### src/rtl/hbr_pkg.sv
package hbr_pkg;

  // Per-output drive selection
  typedef enum logic [1:0] {
    DRV_LOW     = 2'd0,
    DRV_HIGH    = 2'd1,
    DRV_PWM     = 2'd2,
    DRV_PWM_INV = 2'd3
  } drv_mode_e;

  // Captured steering settings
  typedef struct packed {
    logic dir;
    logic brake;
  } steer_cfg_t;

  // Trigger count as a fraction of the period
  function automatic int trig_count(input int period);
    return (period * 95) / 100;
  endfunction

endpackage

### src/rtl/hbr_period_ctr.sv
module hbr_period_ctr #(
  parameter int CNT_W  = 16,
  parameter int PERIOD = 100
) (
  input  logic             clk,
  input  logic             rst_n,
  output logic [CNT_W-1:0] cnt,
  output logic             wrap
);
  localparam logic [CNT_W-1:0] LAST = CNT_W'(PERIOD - 1);

  assign wrap = (cnt == LAST);

  always_ff @(posedge clk or negedge rst_n) begin
    if (!rst_n) begin
      cnt <= '0;
    end else if (wrap) begin
      cnt <= '0;
    end else begin
      cnt <= cnt + 1'b1;
    end
  end
endmodule

### src/rtl/hbr_shadow.sv
module hbr_shadow
  import hbr_pkg::*;
#(
  parameter int CNT_W = 16,
  parameter int LIMIT = 95
) (
  input  logic             clk,
  input  logic             rst_n,
  input  logic             wrap,
  input  logic [CNT_W-1:0] duty_in,
  input  logic             dir_in,
  input  logic             brake_in,
  output logic [CNT_W-1:0] duty_q,
  output steer_cfg_t       cfg_q
);
  localparam logic [CNT_W-1:0] LIM = CNT_W'(LIMIT);

  logic [CNT_W-1:0] duty_clamped;

  // Drive phase never runs into the sampling window
  assign duty_clamped = (duty_in > LIM) ? LIM : duty_in;

  always_ff @(posedge clk or negedge rst_n) begin
    if (!rst_n) begin
      duty_q      <= '0;
      cfg_q.dir   <= 1'b0;
      cfg_q.brake <= 1'b0;
    end else if (wrap) begin
      duty_q      <= duty_clamped;
      cfg_q.dir   <= dir_in;
      cfg_q.brake <= brake_in;
    end
  end
endmodule

### src/rtl/hbr_compare.sv
module hbr_compare #(
  parameter int CNT_W   = 16,
  parameter int TRIG_AT = 95
) (
  input  logic [CNT_W-1:0] cnt,
  input  logic [CNT_W-1:0] duty_q,
  output logic             active,
  output logic             trig
);
  localparam logic [CNT_W-1:0] TRIG_CNT = CNT_W'(TRIG_AT);

  assign active = (cnt < duty_q);
  assign trig   = (cnt == TRIG_CNT);
endmodule

### src/rtl/hbr_steer.sv
module hbr_steer
  import hbr_pkg::*;
#(
  parameter int N_OUT = 2
) (
  input  steer_cfg_t       cfg,
  input  logic             active,
  output logic [N_OUT-1:0] drv
);
  for (genvar i = 0; i < N_OUT; i++) begin : g_out
    drv_mode_e mode;
    logic      modulated;

    assign modulated = (32'(cfg.dir) == i);

    always_comb begin
      if (modulated) begin
        mode = cfg.brake ? DRV_PWM_INV : DRV_PWM;
      end else begin
        mode = cfg.brake ? DRV_HIGH : DRV_LOW;
      end
    end

    always_comb begin
      unique case (mode)
        DRV_LOW:     drv[i] = 1'b0;
        DRV_HIGH:    drv[i] = 1'b1;
        DRV_PWM:     drv[i] = active;
        DRV_PWM_INV: drv[i] = ~active;
        default:     drv[i] = 1'b0;
      endcase
    end
  end
endmodule

### src/rtl/hbr_drive.sv
module hbr_drive
  import hbr_pkg::*;
#(
  parameter int CNT_W  = 16,
  parameter int PERIOD = 100
) (
  input  logic             clk,
  input  logic             rst_n,
  input  logic [CNT_W-1:0] duty,
  input  logic             dir,
  input  logic             brake,
  output logic             out_a,
  output logic             out_b,
  output logic             sample_go
);
  localparam int TRIG_AT = trig_count(PERIOD);

  logic [CNT_W-1:0] cnt;
  logic             wrap;
  logic [CNT_W-1:0] duty_q;
  steer_cfg_t       cfg_q;
  logic             active;
  logic [1:0]       drv;

  hbr_period_ctr #(.CNT_W(CNT_W), .PERIOD(PERIOD)) u_ctr (
    .clk  (clk),
    .rst_n(rst_n),
    .cnt  (cnt),
    .wrap (wrap)
  );

  hbr_shadow #(.CNT_W(CNT_W), .LIMIT(TRIG_AT)) u_shadow (
    .clk     (clk),
    .rst_n   (rst_n),
    .wrap    (wrap),
    .duty_in (duty),
    .dir_in  (dir),
    .brake_in(brake),
    .duty_q  (duty_q),
    .cfg_q   (cfg_q)
  );

  hbr_compare #(.CNT_W(CNT_W), .TRIG_AT(TRIG_AT)) u_cmp (
    .cnt   (cnt),
    .duty_q(duty_q),
    .active(active),
    .trig  (sample_go)
  );

  hbr_steer #(.N_OUT(2)) u_steer (
    .cfg   (cfg_q),
    .active(active),
    .drv   (drv)
  );

  assign out_a = drv[0];
  assign out_b = drv[1];
endmodule

### config.mk
export PLATFORM = sky130hd
export DESIGN_NAME = hbr_drive
export DESIGN_NICKNAME = d
export VERILOG_FILES = /design/src/rtl/hbr_pkg.sv /design/src/rtl/hbr_period_ctr.sv /design/src/rtl/hbr_shadow.sv /design/src/rtl/hbr_compare.sv /design/src/rtl/hbr_steer.sv /design/src/rtl/hbr_drive.sv
export SDC_FILE = /design/constraint.sdc
export NUM_CORES = 1
export LEC_CHECK = 0
export ABC_CLOCK_PERIOD_IN_PS = 2200
export CAP_MARGIN = 5
export CORE_MARGIN = 2
export CORE_UTILIZATION = 54
export DETAILED_ROUTE_END_ITERATION = 8
export GPL_TIMING_DRIVEN = 0
export PLACE_DENSITY = 0.78
export SYNTH_ARGS = -nofsm -noshare
export SYNTH_HDL_FRONTEND = slang
export SYNTH_SLANG_ARGS = --single-unit
### constraint.sdc
create_clock -name clk -period 2.2 [get_ports clk]
set_input_delay 0.33 -clock clk [delete_from_list [all_inputs] [get_ports clk]]
set_output_delay 0.33 -clock clk [all_outputs]
set_load 0.02 [all_outputs]
==> results of run 1 <==
==> metrics by stage <==
stage          TNS, ns  hold slack [ns]
2_1_floorplan        0           0.0344
3_3_place_gp    -0.790            0.475
3_5_place_dp    -0.897            0.438
4_1_cts         -0.456           0.0569
5_1_grt         -0.654           0.0797
6_report        -0.389           0.0439
==> area by class of cell <==
cell class | count | area (um2)
inverters | 18 | 67.6
clock inverters | 1 | 5.00
plain buffers | 3 | 20.0
flip-flops and latches | 34 | 852
multi-input cells | 119 | 853
well taps | 44 | 55.1
fillers | 223 | 835
repair buffers | 36 | 310
clock buffers | 7 | 55.1
==> cells by family (layout without fill, tap and decap cells) <==
| family | Yosys count | in the layout |
|---|---|---|
| AO/OA/AOI/OAI | 23 | 23 |
| XOR/XNOR | 16 | 16 |
| adder cells (fa/ha/maj) | 16 | 16 |
| buffers and inverters | 21 | 65 |
| flip-flops | 34 | 34 |
| multiplexers | 2 | 2 |
| AND/OR/NAND/NOR | 62 | 62 |
==> worst max path at each step <==
stage	to	cells after the start	startpoint	slack [ns]
finish	out_a	6	u_ctr.cnt[1]	-0.21
detailed placement	out_a	7	u_ctr.cnt[13]	-0.47
floorplan	out_a	6	u_ctr.cnt[11]	0.12
CTS	out_a	6	u_ctr.cnt[1]	-0.25
global placement	out_a	7	u_ctr.cnt[13]	-0.40
global route	out_a	8	u_ctr.cnt[15]	-0.35
==> synth_stat cells (2+ instances only) <==
library cell | count | area [um2]
sky130_fd_sc_hd__nor3_1 | 3 | 15.0
sky130_fd_sc_hd__inv_1 | 18 | 67.6
sky130_fd_sc_hd__and3_1 | 2 | 12.5
sky130_fd_sc_hd__a21oi_1 | 7 | 35.0
sky130_fd_sc_hd__nor4_1 | 2 | 12.5
sky130_fd_sc_hd__dfrtp_1 | 34 | 851
sky130_fd_sc_hd__nand2_1 | 5 | 18.8
sky130_fd_sc_hd__a311oi_1 | 2 | 17.5
sky130_fd_sc_hd__buf_4 | 2 | 15.0
sky130_fd_sc_hd__nor2_1 | 25 | 93.8
sky130_fd_sc_hd__xor2_1 | 3 | 26.3
sky130_fd_sc_hd__xnor2_1 | 13 | 114
sky130_fd_sc_hd__o21ai_0 | 6 | 30.0
sky130_fd_sc_hd__ha_1 | 16 | 200
sky130_fd_sc_hd__o21ai_1 | 5 | 25.0
sky130_fd_sc_hd__nand3_1 | 8 | 40.0
sky130_fd_sc_hd__nand4_1 | 9 | 56.3
sky130_fd_sc_hd__nor2b_1 | 2 | 12.5
==> metal layers <==
layer	vias up	part of all wire [%]	GRT usage, %
li1	686	-	-
met2	27	57	41.8
met4	0	1.4	8.39
met3	8	3.1	6.82
met5	-	0	0
met1	717	39	23.4
==> worst register-to-register path, stage by stage (launching register included) <==
cell                      delay, ns
sky130_fd_sc_hd__dfrtp_2       0.43
sky130_fd_sc_hd__buf_4         0.16
sky130_fd_sc_hd__nor4b_1       0.31
sky130_fd_sc_hd__nand3_1       0.16
sky130_fd_sc_hd__buf_4         0.17
sky130_fd_sc_hd__nor3_4        0.21
sky130_fd_sc_hd__buf_4         0.20
sky130_fd_sc_hd__mux2_1        0.33
==> where the power goes <==
group / total, mW / switching, mW / internal [mW]
clock network: 0.361 / 0.206 / 0.155
registers: 0.624 / 0 / 0.624
logic: 0.0464 / 0.0172 / 0.0292
total: 1.03 / 0.223 / 0.808
==> flip-flops by register name, indices dropped and copies added (netlist names) <==
name and flops:
u_ctr.cnt 16, u_shadow.cfg_q 2, u_shadow.duty_q 16
==> what timing repair did <==
action,CTS,global route
setup buffers,12,2
cloned,0,0
resized for setup,20,4
setup endpoints to repair,3,3
hold buffers,0,0
pin swaps,7,6
==> results summary, run 1 <==
The flow ran to the end, but the final reports show violations. The final reports fail on setup timing. STA classifies the critical path startpoint as a flip-flop.

The core region is 3050 um2. The worst voltage drop across the vdd grid is between 0.2 and 0.3 mV. The die outline width came out at ~61 um. The beginning of the worst register-to-register path is u_ctr.cnt[7]. The worst clock skew on the final layout is between 0.008 and 0.009 ns. The cell area after placement is between 2000 and 2500 um2. The cell with the largest stage delay on the worst path is sky130_fd_sc_hd__dfrtp_1. During I/O placement, the number of pins put on the boundary was 23. The clock insertion delay at the later pin of the skew report came out at 0.34 ns.

Yosys printed 0 warnings. The area of the die is 3700 um2. The combined area of all synthesized cells came out at 1750 um2. The sum of overflow across all layers after global routing came out at 0. The headroom to the max-slew limit is around half. The synthesized instance count came out at 174.

After synthesis, the largest family of logic cells by area is simple AND/OR/NAND/NOR gates. Leaving out fill and tap cells, the most frequent cell in the layout is sky130_fd_sc_hd__dfrtp_1. The via count of the first global-routing pass came out at between 1000 and 1500. The worst reg-to-reg path cell count is 7.

Based on the critical path, the design can be clocked at up to 415 MHz. The share of the core filled with cells in the final layout came out at between 70 and 80%. Compared with the post-synthesis result, the final layout area differs by 27.1%.

The number of optimization iterations in the first detailed-route pass is 4. The critical path is of the flip-flop to output port type. The initial antenna violation count is 0. The worst-case setup margin in the final layout came out at -0.207 ns. The number of H-tree branching levels is 2. The number of hold-slack violations in the final timing report came out at 0. The die is between 60 and 70 um tall. The reg-to-reg critical path endpoint is u_shadow.cfg_q[0].

The setup slack after placement is -0.473 ns. Entering global routing, the biggest net connects 35 pins. The library cells used most frequently in the layout, excluding fill and tap cells, are sky130_fd_sc_hd__dfrtp_1, sky130_fd_sc_hd__nor2_1, sky130_fd_sc_hd__inv_1, sky130_fd_sc_hd__buf_4, sky130_fd_sc_hd__clkdlybuf4s50_1.

Dividing the final minimum period by the clock period gives 109%. The synthesized netlist contains 30 unique library cells. The ratio of cells with drive above 1 in the final layout is between 15 and 20%.

The final design instance area without fill came out at around 2200 um2. The fraction of the mapped netlist area in compound gates is 7.60%. The net count reported at finish came out at around 250.

The required time of the critical path came out at approximately 1.9 ns. Broken down by cell family, the worst path's largest delay share belongs to compound AO/OA/AOI/OAI gates. The total CTS buffers came out at 5. Of the total synthesized cell area, the portion taken by XOR and XNOR cells is under 10%. The synthesized-area fraction occupied by and/or/nand/nor cells is between 10% and 20%. TritonCTS built the clock tree. STA classifies the critical path endpoint as an output port.

The routability congestion estimate from global placement came out at 0.791. The internal reg-to-reg setup slack is roughly 0.12 ns. For the worst setup path, the data arrival time is between 2 and 2.5 ns. For this run, the register share of the synthesized area comes to 48.7%. The wire length of the first global-routing pass is between 6000 and 7000 um.

The share of synthesized flip-flops with an asynchronous set or reset is 100%. The effective utilization at floorplan came out at roughly 57%. Once detailed placement completed, the half-perimeter wirelength came to about 2600 um. The number of antenna repair diodes is 0. The arithmetic-cell share of the synthesized area counting full adders, half adders and majority gates is between 10 and 15%. Across all layers, the routed design uses approximately 1400 vias. The reported max-cap violation count came out at 0. The residual antenna-violating net count after detailed routing came out at 0. The critical path buffer and inverter count is 1. The cell at the root of the clock tree is sky130_fd_sc_hd__clkbuf_4. The number of synthesized flops with an enable pin came out at 0. The critical path goes through ha_1 > a2111o_1 > a31oi_2 > nand4b_1 > xnor2_1 > buf_4. After detailed routing, the number of remaining DRC violations is 0. The total number of clock tree sinks is 34. The class of the most critical hold timing path is input pin to async pin. The total of endpoints with negative setup slack in the final report is 2. The mean area per synthesized cell is approximately 10 um2. The maximum root-to-sink buffer count is 2. Once placement completed, the tool counted placed cells totaling 240. The register bit count reported by yosys came out at 34.

The total power consumption of the routed design is ~1.0 mW. The final wirelength is roughly 3700 um. Among all flip-flop cells after synthesis, the most frequent one is sky130_fd_sc_hd__dfrtp_1.

The smallest clock period supported by the final layout is computed as roughly 2.4 ns. The total of buffers placed on input and output ports came out at 22. The clock transition at the register clock pins on the worst setup and hold paths after CTS is roughly 0.10 ns. The number of vias per cell after detailed routing came out at about 5.5. The number of design-rule violations left by the first detailed-router iteration came out at a little under 80.

At the pin with the least slew margin, the transition time is about 0.75 ns. The number of standard cells in the final layout excluding fillers is 262. The overall routing resource usage is about 22%. The delay of the slowest cell on the worst path came out at approximately 0.40 ns. Setup repair after global routing could not meet its margin everywhere. The net count of the mapped netlist is 210. The maximum fanout along the worst path came out at 2. The number of slew-limit violations in the final report came out at 0. The fraction of synthesized area in multiplexers is approximately 1.3%. The detail-routed net length per standard cell is approximately 14 um. Summed over all cells, the static leakage comes to 1.06 nW.

The number of rows in the core area came out at 20. The power per cell area is between 400 and 500 nW/um2.
No activity file was read; power rests on OpenSTA's default activity.
==> run 2: changes to the inputs <==
- CORE_MARGIN: 2 -> 1.5
- PLACE_DENSITY: 0.78 -> 0.88
==> run 2 against run 1 <==
The run still ends with setup timing left. Power increased by 0.90%. Count of clock-buffer cells in the layout unchanged. Setup slack got worse by 0.12 ns. Via count decreased by 2.4%. Non-clock buffer count decreased by 2. Flip-flop and latch count unchanged. Cell count decreased by 0.76%. Largest power group unchanged. Critical path depth increased by 2. Global-route usage increased by 4.3 points. Clock skew increased by 0.0080 ns.
==> results summary, run 2 (synthesis results as in run 1) <==
The number of slew-limit violations in the final report came out at 0 (unchanged). The initial antenna violation count came out at 0 (unchanged). The detail-routed net length per standard cell came out at 15.9 um (+12%). Walking the worst path, the cells encountered are ha_4 > nand4_1 > buf_4 > nor2_2 > a31oi_2 > nand4_1 > xnor2_1 > buf_4. The total of endpoints with negative setup slack in the final report came out at 2 (unchanged). The number of antenna repair diodes is 0 (unchanged).

The total CTS buffers is 5 (unchanged). The overall routing resource usage is 26.7% (+4.3 points). The critical path buffer and inverter count is 2 (+1). The total of buffers placed on input and output ports came out at 22 (unchanged). The worst clock skew on the final layout is 0.0164 ns (+0.00796 ns). Among all stages on the critical path, the largest delay is contributed by sky130_fd_sc_hd__dfrtp_2. The residual antenna-violating net count after detailed routing was 0 (unchanged).

The power per cell area came to 470 nW/um2 (+1.1%). The worst setup path is launched from a flip-flop. The routability congestion estimate from global placement came to 0.801 (+1.3%). The area of the die came to 3580 um2 (-3.3%).

The overall die height came out at 59.9 um (-1.6%). The required time of the critical path is 1.87 ns (about the same). The flow ran to the end, but the final reports show violations. The headroom to the max-slew limit came out at 49.3% (-0.61 points).

The number of placed cells counting well taps came to 240 (unchanged). The endpoint arrival time on the critical path came out at 2.19 ns (+0.11 ns). The class of the most critical hold timing path is input pin to async pin.

The worst voltage drop across the vdd grid is 0.397 mV (+51%). The number of standard cells in the final layout excluding fillers came out at 260 (-0.76%). The maximum root-to-sink buffer count came out at 2 (unchanged).

Among cell families on the critical path, the largest total delay comes from simple AND/OR/NAND/NOR gates. In the final layout, the registers with the most flip-flops are u_ctr.cnt (16), u_shadow.duty_q (16), u_shadow.cfg_q (2). The cell area after placement came out at 2020 um2 (unchanged). The total DRC errors in the routed layout is 0 (unchanged).

Relative to the synthesized area, the layout overhead comes to 26.9%. The setup slack after placement is -0.449 ns (+0.0241 ns). The HPWL after detailed placement is 2760 um (+6.6%). The ratio of cells with drive above 1 in the final layout came out at 18.1% (+1.1 points). The total power consumption of the routed design came to 1.04 mW (+0.90%). The net count reported at finish is 251 (-0.79%). The setup path with the least slack is of type flip-flop to output port. The clock insertion delay at the later pin of the skew report came out at 0.35 ns (about the same). The delay of the slowest cell on the worst path is 0.46 ns (+0.06 ns).

The effective utilization at floorplan came to 57.2% (unchanged). The number of rows in the core area is 20 (unchanged). The final design instance area without fill was 2210 um2 (-0.17%). The TritonCTS clock tree is built. The maximum frequency from static timing analysis came out at 396 MHz (-4.7%). The leakage dissipation is 1.04 nW (-1.4%). The via count of the first global-routing pass is 1533 (+9.6%). The clock period minus worst slack came out at 2.52 ns (+0.118 ns). The number of vias per cell after detailed routing is 5.40 (-1.6%).

The sum of overflow across all layers after global routing is 0 (unchanged). Setup repair after global routing could not meet its margin everywhere. The via total after detailed routing is 1404 (-2.4%).

The die outline width is 59.9 um (-1.6%). The worst-case setup margin in the final layout is -0.324 ns (-0.118 ns). The final reports fail on setup timing. The reported max-cap violation count came out at 0 (unchanged).

The transition time of the tightest slew-check pin is 0.761 ns (+0.00919 ns). The register cell area after layout came out at 855 um2 (+0.29%). STA classifies the critical path endpoint as an output port.

The area of the multi-input gates is 862 um2 (+1.0%). The maximum fanout along the worst path came to 4 (+2). The post-route worst hold slack was 0.0353 ns (-0.00858 ns). The number of optimization iterations in the first detailed-route pass is 6 (+2).

The number of hold-slack violations in the final timing report is 0 (unchanged). The share of the cycle needed by the critical path after routing was 115% (+5.3 points). The wire length of the first global-routing pass came out at 6820 um (+13%). The largest net degree at the start of global routing is 35 (unchanged). In the layout the commonest cells are sky130_fd_sc_hd__dfrtp_1, sky130_fd_sc_hd__nor2_1, sky130_fd_sc_hd__clkdlybuf4s50_1. The final wirelength came out at 4140 um (+11%).

The total number of clock tree sinks is 34 (unchanged). The number of design-rule violations left by the first detailed-router iteration came to 65 (-17%). The core box area is 3050 um2 (unchanged). The number of H-tree branching levels is 2 (unchanged). The I/O pin total is 23 (unchanged). The commonest non-fill, non-tap cell in the layout is sky130_fd_sc_hd__dfrtp_1. The clock transition at the register clock pins on the worst setup and hold paths after CTS came out at 0.11 ns (about the same).

CTS placed an instance of sky130_fd_sc_hd__clkbuf_4 at the clock tree root. The count of fill cells added during filler insertion is 232 (+4.0%).
[run 2: cell types whose count changed in the layout (fill, tap and decap cells not counted), sizes merged]
cell	before	now
clkbuf	7	8
buf	21	18
[run 2: where the power goes]
part / total [mW] / switching, mW / internal, mW
clock: 0.370 / 0.216 / 0.155
sequential: 0.624 / 0 / 0.624
combinational: 0.0461 / 0.0169 / 0.0292
[run 2: through the flow]
step | setup TNS (ns) | util (%)
floorplan | 0 | -
global placement | -0.745 | 66.2
detailed placement | -0.851 | 66.0
CTS | -0.538 | 71.7
global route | -0.857 | 72.5
finish | -0.638 | 72.5
[run 2: cell type report]
type	count	area share, %
buffer	3	0.904
clock buffer	7	2.49
clock inverter	1	0.226
inverter	18	3.05
multi-input combinational	119	38.9
sequential	34	38.6
tap	44	2.49
timing repair buffer	34	13.3
[run 2: path summary, 6_finish.rpt]
path / startpoint / end / slack, ns / cells after the start
setup / recovery: u_ctr.cnt[12] / out_b / -0.32 / 8
hold / removal: rst_n / u_shadow.duty_q[13] / 0.04 / 1
setup reg to reg: u_ctr.cnt[1] / u_shadow.cfg_q[0] / 0.15 / 6
hold reg to reg: u_ctr.cnt[0] / u_ctr.cnt[0] / 0.49 / 1
max in group asynchronous: rst_n / u_ctr.cnt[7] / 1.64 / 1
min in group clk: u_ctr.cnt[0] / u_ctr.cnt[0] / 0.49 / 1
[run 2: repair_timing]
action / CTS / global route
hold buffers: 0 / 0
resized for setup: 19 / 9
setup endpoints to repair: 3 / 3
pin swaps: 5 / 8
cloned: 0 / 0
setup buffers: 11 / 1
[run 2: metal layers]
layer	up-vias	track usage, %	wire, um
li1	683	-	-
met1	687	29.3	1630
met2	26	47.0	2320
met3	8	4.98	100
met4	0	16.5	85
met5	-	0	0
==> run 3: changes to the inputs <==
- ABC_CLOCK_PERIOD_IN_PS: 2200 -> unset
- CORE_UTILIZATION: 54 -> 55
- PLACE_DENSITY: 0.88 -> 0.89
- SYNTH_HIERARCHICAL: unset -> 1
- clock period: 2.2 -> 2.4 ns (I/O delays scaled with it)
==> run 3 against run 2 <==
The run still ends with setup timing left. Cell count decreased by 2.7%. Count of clock-buffer cells in the layout unchanged. Die area increased by 3.7%. Non-clock buffer count decreased by 6. Critical path depth unchanged. Critical path type unchanged. Largest cell class unchanged.
==> results summary, run 3 <==
The register bit count reported by yosys was 34 (unchanged). The TritonCTS clock tree is built. The net count reported at finish is 245 (-2.4%).

The routability congestion estimate from global placement came out at 0.812 (+1.3%). The number of standard cells in the final layout excluding fillers came out at 253 (-2.7%). The largest net degree at the start of global routing came out at 35 (unchanged). The sum of overflow across all layers after global routing came out at 0 (unchanged). The reported max-cap violation count came out at 0 (unchanged). The area of the die came out at 3710 um2 (+3.7%). The endpoint arrival time on the critical path came out at 2.18 ns (about the same).

The final design instance area without fill is 2250 um2 (+1.8%). The total CTS buffers is 5 (unchanged). The initial antenna violation count came out at 0 (unchanged). The leakage dissipation came out at 1.06 nW (+1.5%). The internal power was 0.711 mW (-12%). The via count of the first global-routing pass came to 1456 (-5.0%). The delay of the slowest cell on the worst path is 0.43 ns (-0.03 ns). Ranked by total cell area, the synthesized netlist is headed by sky130_fd_sc_hd__dfrtp_1, sky130_fd_sc_hd__ha_1, sky130_fd_sc_hd__xnor2_1, sky130_fd_sc_hd__inv_1, sky130_fd_sc_hd__nor2b_1. In the layout the commonest cells are sky130_fd_sc_hd__dfrtp_1, sky130_fd_sc_hd__inv_1, sky130_fd_sc_hd__clkdlybuf4s50_1. The via total after detailed routing came out at 1400 (-0.28%). The required time of the critical path was 2.04 ns (+0.17 ns). The fraction of power consumed by the clock network is 31.9% (-3.7 points). The number of synthesized flops with an enable pin is 0 (unchanged). The total DRC errors in the routed layout is 0 (unchanged). The reg-to-reg critical path endpoint is u_shadow/duty_q[1]. The wire length of the first global-routing pass is 6310 um (-7.4%). The total power consumption of the routed design is 0.913 mW (-12%). Setup repair after global routing could not meet its margin everywhere. The worst setup path is launched from a flip-flop.

The cell area after placement came out at 2120 um2 (+5.0%). The number of antenna repair diodes is 0 (unchanged). The synthesized instance count is 173 (-0.57%).

The tree is rooted in a sky130_fd_sc_hd__clkbuf_4. The worst reg-to-reg path cell count is 9 (+3). The detail-routed net length per standard cell is 14.7 um (-7.6%). The count of yosys warnings during synthesis was 6 (+6). In the post-synthesis netlist, the cell with the most instances is sky130_fd_sc_hd__dfrtp_1. The share of the core filled with cells in the final layout is 72.0% (-0.50 points).

The library cell used most frequently in the layout, excluding fill and tap cells, is sky130_fd_sc_hd__dfrtp_1. The headroom to the max-slew limit is 51.0% (+1.7 points). The ratio of cells with drive above 1 in the final layout is 16.7% (-1.3 points). The checks that failed: setup timing. The worst voltage drop across the vdd grid came out at 0.280 mV (-29%).

The fraction of the yosys area taken by sequential cells is 46.1% (-2.7 points). The number of H-tree branching levels was 2 (unchanged). The net count of the mapped netlist came to 209 (-0.48%). The cell with the largest stage delay on the worst path is sky130_fd_sc_hd__dfrtp_2. The overall die height is 60.9 um (+1.8%).

The signal on the critical path passes through ha_1 > a21oi_1 > o21ai_1 > a221o_1 > a21oi_2 > nand2_1 > xnor2_1 > buf_4. The overall routing resource usage is 23.8% (-2.9 points). In the final layout, the registers with the most flip-flops are u_ctr/cnt (16), u_shadow/duty_q (16), u_shadow/cfg_q (2). The flow ran to the end, but the final reports show violations. The reported net switching power came out at 0.201 mW (-14%). The number of optimization iterations in the first detailed-route pass came out at 4 (-2). The synthesis-to-layout area growth is 22.0%. The total number of clock tree sinks is 34 (unchanged).

The core box area came out at 3130 um2 (+2.5%). The worst hold path belongs to the class input pin to async pin. The setup slack after placement is -0.447 ns (+0.00195 ns). The mean area per synthesized cell came out at 10.7 um2 (+6.4%).

The worst clock skew on the final layout is 0.00794 ns (-0.00842 ns). The count of fill cells added during filler insertion came out at 214 (-7.8%). The combined area of all synthesized cells came out at 1850 um2 (+5.8%). The unique cell type count in the Yosys netlist is 32 (+6.7%). The maximum frequency from static timing analysis came out at roughly 390 MHz.

The share of synthesized flip-flops with an asynchronous set or reset came out at 100% (unchanged). The HPWL after detailed placement is 2680 um (-3.1%). The clock insertion delay at the later pin of the skew report came out at 0.34 ns (about the same). The transition time of the tightest slew-check pin came out at 0.735 ns (-0.0259 ns). The proportion of netlist area held by the largest area contributor is 46.1% (-2.7 points). The share of total power consumed by net switching is 22.0% (-0.31 points). The number of slew-limit violations in the final report was 0 (unchanged). The share of the cycle needed by the critical path after routing is 106%. The clock transition at the register clock pins on the worst setup and hold paths after CTS is 0.10 ns (about the same). The power per cell area came out at 405 nW/um2 (-14%).

The clock period minus worst slack is around 2.5 ns. The largest total area in the synthesized netlist belongs to sky130_fd_sc_hd__dfrtp_1. The worst setup path is captured at an output port. The internal reg-to-reg setup slack was 0.20 ns (+0.05 ns). The startpoint identified for the worst register-to-register timing path is u_ctr/cnt[1]. The residual antenna-violating net count after detailed routing came out at 0 (unchanged). The type of the worst setup path is flip-flop to output port. The effective utilization at floorplan is 59.0% (+1.9 points). The number of placed cells counting well taps came out at 239 (-0.42%). The die outline width came out at 60.9 um (+1.8%). The number of hold-slack violations in the final timing report came out at 0 (unchanged). The total of endpoints with negative setup slack in the final report came out at 2 (unchanged).

The part of the total power dissipated in combinational logic came out at 5.4% (+1.0 points). The sequential share of power is 62.7% (+2.7 points). The final wirelength is 3720 um (-10%). The number of design-rule violations left by the first detailed-router iteration is 75 (+15%). By count the netlist is led by sky130_fd_sc_hd__dfrtp_1, sky130_fd_sc_hd__inv_1, sky130_fd_sc_hd__ha_1, sky130_fd_sc_hd__nor2_1, sky130_fd_sc_hd__xnor2_1. The predominant post-synthesis flop cell is sky130_fd_sc_hd__dfrtp_1. The maximum fanout along the worst path was 2 (-2).

The I/O pin total is 23 (unchanged). The maximum root-to-sink buffer count is 2 (unchanged). The total of buffers placed on input and output ports came to 22 (unchanged). The number of vias per cell after detailed routing is 5.53 (+2.5%).

The worst-case setup margin in the final layout was -0.138 ns (+0.186 ns). The number of rows in the core area came to 20 (unchanged).
-- run 3: layout make-up --
type / instances / area (um2) / share of cell area [%]
Tap cell: 44 / 55.1 / 2.44
Sequential cell: 34 / 857 / 38.0
Multi-Input combinational cell: 117 / 947 / 42.0
Clock buffer: 7 / 45.0 / 2.00
Inverter: 20 / 75.1 / 3.33
Buffer: 2 / 12.5 / 0.555
Timing Repair Buffer: 29 / 262 / 11.6
-- run 3: worst max-delay path by stage --
stage | start | endpoint | cells after the start
2_1_floorplan | u_ctr/cnt[13] | out_a | 7
3_3_place_gp | u_ctr/cnt[13] | out_a | 8
3_5_place_dp | u_ctr/cnt[13] | out_b | 8
4_1_cts | u_shadow/duty_q[13] | out_b | 9
5_1_grt | u_shadow/duty_q[13] | out_b | 9
6_report | u_ctr/cnt[9] | out_b | 8
-- run 3: power groups by stage --
stage | logic (mW) | clock network [mW] | registers [mW]
final | 0.0491 | 0.291 | 0.572
after global routing | 0.0541 | 0.322 | 0.573
after CTS | 0.0504 | 0.297 | 0.572
after detailed placement | 0.0504 | 0 | 0.584
after global placement | 0.0495 | 0 | 0.584
after floorplan | 0.00417 | 0 | 0.584
-- run 3: critical path, delay by kind of cell (launching register included) --
kind | cells | cell delay [ns]
AOI/OAI and AO/OA | 4 | 0.71
xor gates and xnor gates | 1 | 0.15
adders and majority gates | 1 | 0.31
DFF | 1 | 0.43
buffers and inverters | 1 | 0.17
and+or+nand+nor | 1 | 0.08
-- run 3: layer usage --
metal / global-route usage (%) / up-vias / part of all wire [%]
li1: - / 665 / -
met1: 28.2 / 676 / 41
met2: 40.6 / 53 / 52
met3: 6.82 / 6 / 5.2
met4: 9.94 / 0 / 1.7
met5: 0 / - / 0
-- run 3: timing repair --
action                                  4_1_cts  5_1_grt
pin swaps                                     6        1
endpoints found under the setup margin        3        9
resized for setup                            24        3
buffers inserted                              7        0
hold buffers                                  0        0
gates cloned                                  0        0
-- run 3: cell families (layout without fill, tap and decap cells) --
| kind of cell | count (synthesis) | in the layout | synth area share (%) |
|---|---|---|---|
| and+or+nand+nor | 64 | 64 | 22.0 |
| AOI/OAI and AO/OA | 19 | 19 | 7.72 |
| buffers and inverters | 22 | 58 | 4.61 |
| xor gates and xnor gates | 16 | 16 | 7.59 |
| muxes | 2 | 2 | 1.22 |
| DFF | 34 | 34 | 46.1 |
| adders and majority gates | 16 | 16 | 10.8 |
-- run 3: metrics by stage --
step / setup TNS, ns / hold slack [ns]
after floorplan: 0 / 0.0644
after global placement: -0.767 / 0.484
after detailed placement: -0.865 / 0.462
after CTS: -0.288 / 0.0867
after global routing: -0.465 / 0.128
final: -0.254 / 0.0695
